--- config.mk ---
export PLATFORM = sky130hd
export DESIGN_NAME = vrq_ldst
export DESIGN_NICKNAME = d
export VERILOG_FILES = /design/src/rtl/vrq_pkg.sv /design/src/rtl/vrq_addr_gen.sv /design/src/rtl/vrq_lane_pick.sv /design/src/rtl/vrq_lane_merge.sv /design/src/rtl/vrq_ldst.sv
export SDC_FILE = /design/constraint.sdc
export NUM_CORES = 1
export LEC_CHECK = 0
export BUFFER_PORTS_ARGS = -buffer_cell sky130_fd_sc_hd__buf_2
export CAP_MARGIN = 20
export CELL_PAD_IN_SITES_DETAIL_PLACEMENT = 1
export CELL_PAD_IN_SITES_GLOBAL_PLACEMENT = 2
export CORE_ASPECT_RATIO = 0.9
export CORE_MARGIN = 4
export CORE_UTILIZATION = 33
export DETAILED_ROUTE_END_ITERATION = 7
export PLACE_DENSITY = 0.95
export SYNTH_ARGS = -nofsm -noshare
export SYNTH_HDL_FRONTEND = slang
export SYNTH_SLANG_ARGS = --single-unit
export TNS_END_PERCENT = 5
--- constraint.sdc ---
create_clock -name clk -period 4.67 [get_ports clk]
set_input_delay 0.934 -clock clk [delete_from_list [all_inputs] [get_ports clk]]
set_output_delay 0.934 -clock clk [all_outputs]
set_load 0.02 [all_outputs]
--- src/rtl/vrq_pkg.sv ---
package vrq_pkg;

    typedef enum logic [1:0] {
        ST_IDLE  = 2'd0,
        ST_FETCH = 2'd1,
        ST_MOVE  = 2'd2,
        ST_WB    = 2'd3
    } vrq_state_e;

endpackage

--- src/rtl/vrq_addr_gen.sv ---
module vrq_addr_gen #(
    parameter int ADDR_W = 32,
    parameter int OFS_W  = 7,
    parameter int ELEM_W = 4,
    localparam int CNT_W = ELEM_W + 1
) (
    input  logic [ADDR_W-1:0] base_i,
    input  logic [OFS_W-1:0]  offset_i,
    input  logic [ELEM_W-1:0] elem_i,
    input  logic              store_i,
    output logic [ADDR_W-1:0] aligned_o,
    output logic [ELEM_W-1:0] first_lane_o,
    output logic [CNT_W-1:0]  count_o
);
    logic [ADDR_W-1:0] ofs_ext;
    logic [ADDR_W-1:0] eff;
    logic [ELEM_W-1:0] mis;

    always_comb begin
        ofs_ext      = {{(ADDR_W-OFS_W){offset_i[OFS_W-1]}}, offset_i};
        eff          = base_i + (ofs_ext << ELEM_W);
        mis          = eff[ELEM_W-1:0];
        aligned_o    = {eff[ADDR_W-1:ELEM_W], {ELEM_W{1'b0}}};
        // Same start lane for both directions: (e - a) mod lane count
        first_lane_o = elem_i - mis;
        if (store_i)
            count_o = CNT_W'(mis);
        else if (mis > elem_i)
            count_o = CNT_W'(mis - elem_i);
        else
            count_o = '0;
    end
endmodule

--- src/rtl/vrq_lane_pick.sv ---
module vrq_lane_pick #(
    parameter int ELEM_W = 4,
    parameter int BYTE_W = 8,
    localparam int LANES = 1 << ELEM_W,
    localparam int VEC_W = LANES * BYTE_W
) (
    input  logic [VEC_W-1:0]  vec_i,
    input  logic [ELEM_W-1:0] lane_i,
    output logic [BYTE_W-1:0] byte_o
);
    logic [BYTE_W-1:0] lane_a [LANES];

    for (genvar g = 0; g < LANES; g++) begin : g_lane
        assign lane_a[g] = vec_i[VEC_W-1-g*BYTE_W -: BYTE_W];
    end

    assign byte_o = lane_a[lane_i];
endmodule

--- src/rtl/vrq_lane_merge.sv ---
module vrq_lane_merge #(
    parameter int ELEM_W = 4,
    parameter int BYTE_W = 8,
    localparam int LANES = 1 << ELEM_W,
    localparam int VEC_W = LANES * BYTE_W
) (
    input  logic [VEC_W-1:0]  vec_i,
    input  logic [ELEM_W-1:0] lane_i,
    input  logic [BYTE_W-1:0] byte_i,
    input  logic              en_i,
    output logic [VEC_W-1:0]  vec_o
);
    for (genvar g = 0; g < LANES; g++) begin : g_lane
        assign vec_o[VEC_W-1-g*BYTE_W -: BYTE_W] =
            (en_i && (lane_i == ELEM_W'(g))) ? byte_i
                                             : vec_i[VEC_W-1-g*BYTE_W -: BYTE_W];
    end
endmodule

--- src/rtl/vrq_ldst.sv ---
module vrq_ldst
    import vrq_pkg::*;
#(
    parameter int ADDR_W = 32,
    parameter int OFS_W  = 7,
    parameter int ELEM_W = 4,
    parameter int BYTE_W = 8,
    parameter int VREG_W = 5,
    localparam int LANES = 1 << ELEM_W,
    localparam int VEC_W = LANES * BYTE_W,
    localparam int CNT_W = ELEM_W + 1
) (
    input  logic              clk,
    input  logic              rst_n,
    input  logic              start,
    input  logic              is_store,
    input  logic [ADDR_W-1:0] base,
    input  logic [OFS_W-1:0]  offset,
    input  logic [ELEM_W-1:0] elem,
    input  logic [VREG_W-1:0] vreg,
    output logic [VREG_W-1:0] vrf_rd_idx,
    input  logic [VEC_W-1:0]  vrf_rd_data,
    output logic              vrf_wr_en,
    output logic [VREG_W-1:0] vrf_wr_idx,
    output logic [VEC_W-1:0]  vrf_wr_data,
    output logic [ADDR_W-1:0] mem_addr,
    output logic              mem_we,
    output logic [BYTE_W-1:0] mem_wdata,
    input  logic [BYTE_W-1:0] mem_rdata,
    output logic              busy,
    output logic              done
);
    typedef struct packed {
        vrq_state_e        st;
        logic [ADDR_W-1:0] addr;
        logic [CNT_W-1:0]  cnt;
        logic [ELEM_W-1:0] lane;
        logic              store;
        logic [VREG_W-1:0] vreg;
        logic [VEC_W-1:0]  data;
        logic              done;
    } vrq_regs_t;

    vrq_regs_t q, d;

    logic [ADDR_W-1:0] ag_aligned;
    logic [ELEM_W-1:0] ag_first;
    logic [CNT_W-1:0]  ag_count;
    logic [VEC_W-1:0]  merged;
    logic [BYTE_W-1:0] picked;
    logic              moving;
    logic              op_store;

    assign moving   = (q.st == ST_MOVE);
    assign op_store = q.store;

    vrq_addr_gen #(.ADDR_W(ADDR_W), .OFS_W(OFS_W), .ELEM_W(ELEM_W)) u_agen (
        .base_i      (base),
        .offset_i    (offset),
        .elem_i      (elem),
        .store_i     (is_store),
        .aligned_o   (ag_aligned),
        .first_lane_o(ag_first),
        .count_o     (ag_count)
    );

    vrq_lane_pick #(.ELEM_W(ELEM_W), .BYTE_W(BYTE_W)) u_pick (
        .vec_i (q.data),
        .lane_i(q.lane),
        .byte_o(picked)
    );

    vrq_lane_merge #(.ELEM_W(ELEM_W), .BYTE_W(BYTE_W)) u_merge (
        .vec_i (q.data),
        .lane_i(q.lane),
        .byte_i(mem_rdata),
        .en_i  (moving && !q.store),
        .vec_o (merged)
    );

    always_comb begin
        d      = q;
        d.done = 1'b0;
        case (q.st)
            ST_IDLE: begin
                if (start) begin
                    d.addr  = ag_aligned;
                    d.cnt   = ag_count;
                    d.lane  = ag_first;
                    d.store = is_store;
                    d.vreg  = vreg;
                    if (ag_count == '0)
                        d.done = 1'b1;
                    else
                        d.st = ST_FETCH;
                end
            end
            ST_FETCH: begin
                d.data = vrf_rd_data;
                d.st   = ST_MOVE;
            end
            ST_MOVE: begin
                d.data = merged;
                d.addr = q.addr + ADDR_W'(1);
                d.lane = q.lane + ELEM_W'(1);
                d.cnt  = q.cnt - CNT_W'(1);
                if (q.cnt == CNT_W'(1)) begin
                    if (q.store) begin
                        d.st   = ST_IDLE;
                        d.done = 1'b1;
                    end else begin
                        d.st = ST_WB;
                    end
                end
            end
            ST_WB: begin
                d.st   = ST_IDLE;
                d.done = 1'b1;
            end
            default: d.st = ST_IDLE;
        endcase
    end

    always_ff @(posedge clk or negedge rst_n) begin
        if (!rst_n) q <= '0;
        else        q <= d;
    end

    assign vrf_rd_idx  = q.vreg;
    assign vrf_wr_en   = (q.st == ST_WB);
    assign vrf_wr_idx  = q.vreg;
    assign vrf_wr_data = q.data;
    assign mem_addr    = q.addr;
    assign mem_we      = moving && q.store;
    assign mem_wdata   = picked;
    assign busy        = (q.st != ST_IDLE);
    assign done        = q.done;
endmodule

**After elaboration in Yosys (flattened, before gate mapping)**

Index checks and enable logic that the tools add are counted.

- $add $sub $neg: 6
- Order comparisons: 2
- Eq/ne operators: 38
- Muxes and demuxes: 33
- Bitwise gates (word level): 1
- Reduce and logical (&&, ||, !) cells: 44

Operators by type and width:

| cell | number |
|---|---|
| case mux 128 bit (2 select lines) | 1 |
| 2-to-1 mux 8 bit | 18 |
| case mux 41 bit (2 select lines) | 1 |
| 2-to-1 mux 49 bit | 1 |
| AND reduction 2 bit | 18 |
| inequality test 2 x 1 -> 1 bit, second input constant | 17 |
| adder 32 x 1 -> 32 bit, second input constant | 1 |
| adder 32 bit | 1 |
| binary-select mux 8 bit (select 4 bit) | 1 |
| equality test 4 bit, second input constant | 8 |
| logical AND 1 bit | 18 |
| equality test 4 x 3 -> 1 bit, second input constant | 4 |
| 2-to-1 mux 5 bit | 2 |
| equality test 4 x 2 -> 1 bit, second input constant | 2 |
| case mux 2 bit (4 select lines) | 1 |
| 2-to-1 mux 2 bit | 3 |
| nonzero test 2 bit | 3 |
| equality test 5 x 1 -> 1 bit, second input constant | 1 |
| >= comparator 5 bit, second input constant | 1 |
| zero test 5 bit | 1 |
| inverter 4 -> 5 bit | 1 |
| subtractor 4 x 4 -> 5 bit | 1 |
| subtractor 5 x 1 -> 5 bit, second input constant | 1 |
| adder 4 x 1 -> 4 bit, second input constant | 1 |
| other kinds (12) | 17 |

- Flip-flop bits (word level): 178
- Input port bits: 188
- Output and inout bits: 182
- Logic and storage cells: 147

**Depth between registers and ports, before layout**

- Word-level depth: 8
- Gate-level depth with buffers: 11
- Mapped depth without buffers: 11

**By module**

A second synthesis with hierarchy kept.

- Cell total of the unflattened synthesis: 1637
- Area, all modules: 15118.2 sq um

Modules (own cells, without submodules):

| module | times used | cells each | area each (sq um) | seq. area each (sq um) |
|---|---|---|---|---|
| vrq_ldst | 1 | 1151 | 10597.7 | 4454.3 |
| vrq_lane_merge | 1 | 170 | 1744.2 | 0.0 |
| vrq_addr_gen | 1 | 246 | 1742.9 | 0.0 |
| vrq_lane_pick | 1 | 70 | 1033.5 | 0.0 |

**Worst setup path after synthesis**

Ideal clock, no wire load.

- Path kind: register -> output
- Start point: register q[135] (netlist name)
- End point: output port mem_wdata[1]
- Arrival time: 2.293 ns
- Data required time: 3.736 ns
- Path slack: 1.443 ns
- Cell stages (with the launch flop): 5
- Path buffers: 2
- Cells stage by stage: dfrtp_1 > clkbuf_1 > clkbuf_1 > mux4_2 > mux4_2

- Word-level cells in the longest chain between the ends: 4

RTL lines:

| item | RTL line | text |
|---|---|---|
| start: declaration | vrq_ldst.sv:44 | `vrq_regs_t q, d;` |
| start signal: assignment | vrq_ldst.sv:125 | `if (!rst_n) q <= '0;` |
| start signal: assignment | vrq_ldst.sv:126 | `else q <= d;` |
| inverter 4 -> 5 bit (not written as such) | vrq_lane_pick.sv:17 | `assign byte_o = lane_a[lane_i];` |
| binary-select mux 8 bit (select 4 bit) | vrq_lane_pick.sv:17 |  |
| 2-to-1 mux 8 bit (not written as such) (2 in series) | vrq_lane_pick.sv:17 |  |
| end: declaration | vrq_ldst.sv:28 | `output logic [BYTE_W-1:0] mem_wdata,` |

Every way passes these cells. The select of a mux whose other input is x is not followed.

**Final worst setup path**

- Start point: register q[136] (netlist name)
- End point: output port mem_wdata[7]

The elaborated chain is that of the path after synthesis.

==> metrics.txt <==
# TYPE chip_impl_metric gauge
chip_impl_info{name="status",value="complete, no violations"} 1
chip_impl_metric{name="layout-drive-gt1-share",unit="%"} 31.1
chip_impl_metric{name="tritoncts_num_sinks",unit=""} 178
chip_impl_metric{name="route.final.wire_length",unit="um"} 46900
chip_impl_metric{name="ctsLongestPathBuffers",unit=""} 2
chip_impl_metric{name="final-instance-count-excl-fill",unit=""} 2039
chip_impl_metric{name="die_height",unit="um"} 190
chip_impl_metric{name="cts_buffers",unit=""} 17
chip_impl_metric{name="worst_setup_hold_path_clk_slew",unit="ns"} 0.07
chip_impl_metric{name="nets",unit=""} 1773
chip_impl_metric{name="fmaxAchievable",unit="MHz"} 272
chip_impl_metric{name="logic_depth_of_the_worst_path_buffers_included",unit=""} 3
chip_impl_metric{name="cell_internal_power",unit="mW"} 5.25
chip_impl_info{name="crit_path_end_kind",value="output port"} 1
chip_impl_metric{name="netlist_area",unit="um^2"} 12100
chip_impl_metric{name="design_power_total",unit="mW"} 10.7
chip_impl_metric{name="final_area",unit="um^2"} 13800
chip_impl_metric{name="r2r_slack",unit="ns"} 1.61
chip_impl_metric{name="placement_rows",unit=""} 66
chip_impl_metric{name="synth-edff-count",unit=""} 0
chip_impl_metric{name="hold_buffers",unit=""} 0
chip_impl_metric{name="htree_num_levels",unit=""} 4
chip_impl_metric{name="layout-area-overhead-vs-synth",unit="%"} 13.9
chip_impl_metric{name="netlist_instances",unit=""} 1384
chip_impl_metric{name="grt_util_all_layers",unit="%"} 22.8
chip_impl_info{name="worst_setup_start_kind",value="register"} 1
chip_impl_info{name="worstHoldPathType",value="register to register"} 1
chip_impl_metric{name="core-area",unit="um^2"} 36200
chip_impl_metric{name="synth.yosys.seq_area_share",unit="%"} 36.8
chip_impl_metric{name="worstPathBufferInverterCount",unit=""} 1
chip_impl_metric{name="numPortBuffers",unit=""} 369
chip_impl_info{name="timing.critical_path.from",value="q[136]"} 1
chip_impl_metric{name="clockPowerShare",unit="%"} 14.2
chip_impl_metric{name="power-per-cell-area",unit="nW/um^2"} 777
chip_impl_metric{name="switching_share",unit="%"} 51.0
chip_impl_metric{name="detail_route.iter0.violations",unit=""} 970
chip_impl_metric{name="worst_ep_required_time",unit="ns"} 3.74
chip_impl_metric{name="synth_area_per_cell",unit="um^2"} 8.74
chip_impl_info{name="crit_type",value="register to output port"} 1
chip_impl_metric{name="avgRoutedWirePerCell",unit="um"} 23.0
chip_impl_metric{name="totalNegativeSetupSlack",unit="ns"} 0
chip_impl_metric{name="p_switching",unit="mW"} 5.46
chip_impl_metric{name="route.vias.total",unit=""} 11300
chip_impl_metric{name="setup_violations",unit=""} 0
chip_impl_metric{name="sequentialPowerShare",unit="%"} 29.8
chip_impl_metric{name="top_level_ports",unit=""} 370
chip_impl_metric{name="grt-ovfl-total",unit=""} 0
chip_impl_info{name="most_common_cell_after_layout_fill_and_taps_aside",value="sky130_fd_sc_hd__buf_2"} 1
chip_impl_metric{name="yosys_register_bits",unit=""} 178
chip_impl_info{name="grt_setup_unrepaired",value="no"} 1
chip_impl_metric{name="grt_pass1_wl",unit="um"} 70500
chip_impl_info{name="worst_path_most_repeated_cell",value="sky130_fd_sc_hd__mux4_2"} 1
chip_impl_metric{name="combinationalPowerShare",unit="%"} 56.0
chip_impl_metric{name="finalClockSkew",unit="ns"} 0.0121
chip_impl_metric{name="clock_latency_of_the_later_clocked_register_in_the_worst_skew_pair",unit="ns"} 0.45
chip_impl_metric{name="width_of_the_die",unit="um"} 210
chip_impl_metric{name="grt_pass1_vias",unit=""} 11500
chip_impl_metric{name="placed_cell_area",unit="um^2"} 13100
chip_impl_info{name="postSynth.topFlopCell",value="sky130_fd_sc_hd__dfrtp_1"} 1
chip_impl_metric{name="post_cts.resized_instances",unit=""} 0
chip_impl_metric{name="power.leakage",unit="nW"} 6.49
chip_impl_metric{name="grt_max_degree",unit=""} 111
chip_impl_metric{name="initial_core_util",unit="%"} 33.4
chip_impl_metric{name="route.detailed.drc",unit=""} 0
chip_impl_metric{name="reg2reg_depth",unit=""} 7
chip_impl_metric{name="critical_path_peak_fanout",unit=""} 36
chip_impl_metric{name="yosysUniqueCellTypes",unit=""} 70
chip_impl_metric{name="worst_slew_margin",unit="%"} 25.5
chip_impl_metric{name="peakVddDrop",unit="V"} 0.000271
chip_impl_metric{name="place_congestion",unit=""} 0.893
chip_impl_metric{name="dr.pass1.iters",unit=""} 5
chip_impl_info{name="tritoncts",value="built"} 1
chip_impl_metric{name="detail_route.vias_per_cell",unit=""} 5.53
chip_impl_metric{name="hold_viol_final",unit=""} 0
chip_impl_info{name="ctsRootBufferMaster",value="sky130_fd_sc_hd__clkbuf_16"} 1
chip_impl_metric{name="cells_after_dpl",unit=""} 1997
chip_impl_metric{name="synth_warnings",unit=""} 0
chip_impl_metric{name="maxCapViolations",unit=""} 0
chip_impl_metric{name="slowest_delay",unit="ns"} 1.08
chip_impl_metric{name="layout_min_cycle_time",unit="ns"} 3.67
chip_impl_metric{name="timing.final.crit_share",unit="%"} 78.6
chip_impl_metric{name="synth_nets",unit=""} 1616
chip_impl_metric{name="worst-slew-pin-transition",unit="ns"} 1.11
chip_impl_metric{name="finalHoldWorstSlack",unit="ns"} 0.511
chip_impl_info{name="crit_slowest_cell",value="sky130_fd_sc_hd__dfrtp_2"} 1
chip_impl_metric{name="drt.antenna.violating_nets",unit=""} 0
chip_impl_info{name="endpoint",value="mem_wdata[7]"} 1
chip_impl_metric{name="dpl.hpwl",unit="um"} 35000
chip_impl_metric{name="die-area",unit="um^2"} 39800
chip_impl_info{name="final_cell_mix",value="sky130_fd_sc_hd__buf_2, sky130_fd_sc_hd__a21oi_1, sky130_fd_sc_hd__dfrtp_1"} 1
chip_impl_metric{name="async_reset_ff_share",unit="%"} 100
chip_impl_info{name="cells_along_the_critical_path",value="mux4_2 -> mux4_2 -> buf_2"} 1
chip_impl_metric{name="timing.critical_path.arrival",unit="ns"} 2.74
chip_impl_metric{name="setup_buffers_after_cts",unit=""} 0
chip_impl_info{name="cpLargestDelayFamily",value="flip-flops"} 1
chip_impl_metric{name="grt_antenna_before_repair",unit=""} 14
chip_impl_metric{name="timing.final.max_slew_violations",unit=""} 0
chip_impl_info{name="timing.rr.start",value="q[176]"} 1
chip_impl_info{name="critical_path.reg2reg.endpoint",value="vrf_wr_data[30]"} 1
## worst min path at each step
| stage | from | to | slack [ns] | depth (start not counted) |
|---|---|---|---|---|
| 2_1_floorplan | vrf_wr_data[104] | vrf_wr_data[104] | 0.47 | 2 |
| 3_3_place_gp | vrf_wr_data[115] | vrf_wr_data[115] | 0.48 | 2 |
| 3_5_place_dp | vrf_rd_idx[3] | vrf_rd_idx[3] | 0.49 | 2 |
| 4_1_cts | vrf_wr_data[82] | vrf_wr_data[82] | 0.51 | 2 |
| 5_1_grt | vrf_rd_idx[1] | vrf_rd_idx[1] | 0.53 | 2 |
| 6_report | vrf_wr_data[82] | vrf_wr_data[82] | 0.51 | 2 |
## sequential cells by signal (all words and copies together), names as in the netlist
| signal | flops |
|---|---|
| vrf_rd_idx | 5 |
| q | 11 |
| vrf_wr_data | 128 |
| done | 1 |
| mem_addr | 32 |
| op_store | 1 |
## worst min-delay path, cell delays in order, from the launching register on
cell,delay (ns)
sky130_fd_sc_hd__dfrtp_1,0.36
sky130_fd_sc_hd__nand2_1,0.05
sky130_fd_sc_hd__o21ai_0,0.06
## per-layer routing
metal  GRT usage [%]  share of wire (%)
met5               0               0.14
met1            30.3                 42
met4            7.95                3.6
met3            5.03                7.4
met2            37.1                 47
## power by group through the flow
stage / registers [mW] / clock network (mW) / logic (mW)
6_report: 3.19 / 1.52 / 5.99
3_3_place_gp: 3.15 / 0 / 5.82
2_1_floorplan: 2.77 / 0 / 4.91
3_5_place_dp: 3.21 / 0 / 5.99
4_1_cts: 3.18 / 1.56 / 6.03
5_1_grt: 3.30 / 1.62 / 6.49
## final cells by class
| type | count | area (um^2) |
|---|---|---|
| tap | 476 | 596 |
| antenna | 10 | 25.0 |
| inverter | 26 | 97.6 |
| sequential | 178 | 4460 |
| clock buffer | 17 | 425 |
| fill | 4395 | 22400 |
| timing repair buffer | 393 | 2060 |
| multi-input combinational | 925 | 5940 |
| clock inverter | 14 | 170 |
## stage by stage
stage	util [%]	setup slack, ns
after floorplan	-	1.44
after global placement	36.3	1.11
after detailed placement	36.3	0.984
after CTS	38.0	0.978
after global routing	38.0	0.938
final	38.1	1.00
## cells by family after synthesis
group,count (synthesis),share of synthesized area (%)
AOI/OAI and AO/OA,465,22.0
and+or+nand+nor,343,12.4
buffers and inverters,281,14.1
DFF,178,36.8
muxes,44,7.79
adders and majority gates,44,4.74
xor gates and xnor gates,29,2.10
## cells in the mapped netlist, types with 3 or more instances
cell type,count,area [um^2]
sky130_fd_sc_hd__mux4_2,40,901
sky130_fd_sc_hd__a22oi_1,5,37.5
sky130_fd_sc_hd__o21ai_0,103,515
sky130_fd_sc_hd__buf_2,14,70.1
sky130_fd_sc_hd__buf_4,170,1280
sky130_fd_sc_hd__fa_1,3,60.1
sky130_fd_sc_hd__nor4_1,3,18.8
sky130_fd_sc_hd__clkbuf_1,60,225
sky130_fd_sc_hd__nor3_1,13,65.1
sky130_fd_sc_hd__nand3_1,20,100
sky130_fd_sc_hd__dfrtp_1,178,4450
sky130_fd_sc_hd__buf_1,11,41.3
sky130_fd_sc_hd__inv_1,25,93.8
sky130_fd_sc_hd__and2_1,3,18.8
sky130_fd_sc_hd__a21oi_1,216,1080
sky130_fd_sc_hd__or3_1,9,56.3
sky130_fd_sc_hd__mux2i_1,3,30.0
sky130_fd_sc_hd__a22o_1,5,43.8
sky130_fd_sc_hd__and3_1,13,81.3
sky130_fd_sc_hd__nor2_1,86,323
sky130_fd_sc_hd__o31a_1,3,26.3
sky130_fd_sc_hd__o31ai_1,3,22.5
sky130_fd_sc_hd__a21o_1,16,120
sky130_fd_sc_hd__a41o_1,5,50.1
sky130_fd_sc_hd__a211o_1,3,26.3
sky130_fd_sc_hd__a311oi_1,3,26.3
sky130_fd_sc_hd__xor2_1,16,140
sky130_fd_sc_hd__nor2b_1,4,25.0
sky130_fd_sc_hd__o21ai_1,28,140
sky130_fd_sc_hd__nand4_1,8,50.1
sky130_fd_sc_hd__xnor2_1,13,114
sky130_fd_sc_hd__nand2_1,167,627
sky130_fd_sc_hd__o211ai_1,5,37.5
sky130_fd_sc_hd__o22ai_1,14,87.6
sky130_fd_sc_hd__ha_1,41,513
sky130_fd_sc_hd__a31oi_1,20,125
sky130_fd_sc_hd__or2_2,3,18.8
sky130_fd_sc_hd__o221ai_1,5,43.8
sky130_fd_sc_hd__o21a_1,7,52.6
sky130_fd_sc_hd__o21bai_1,6,45.0
Power figures use the tool's default switching activity.
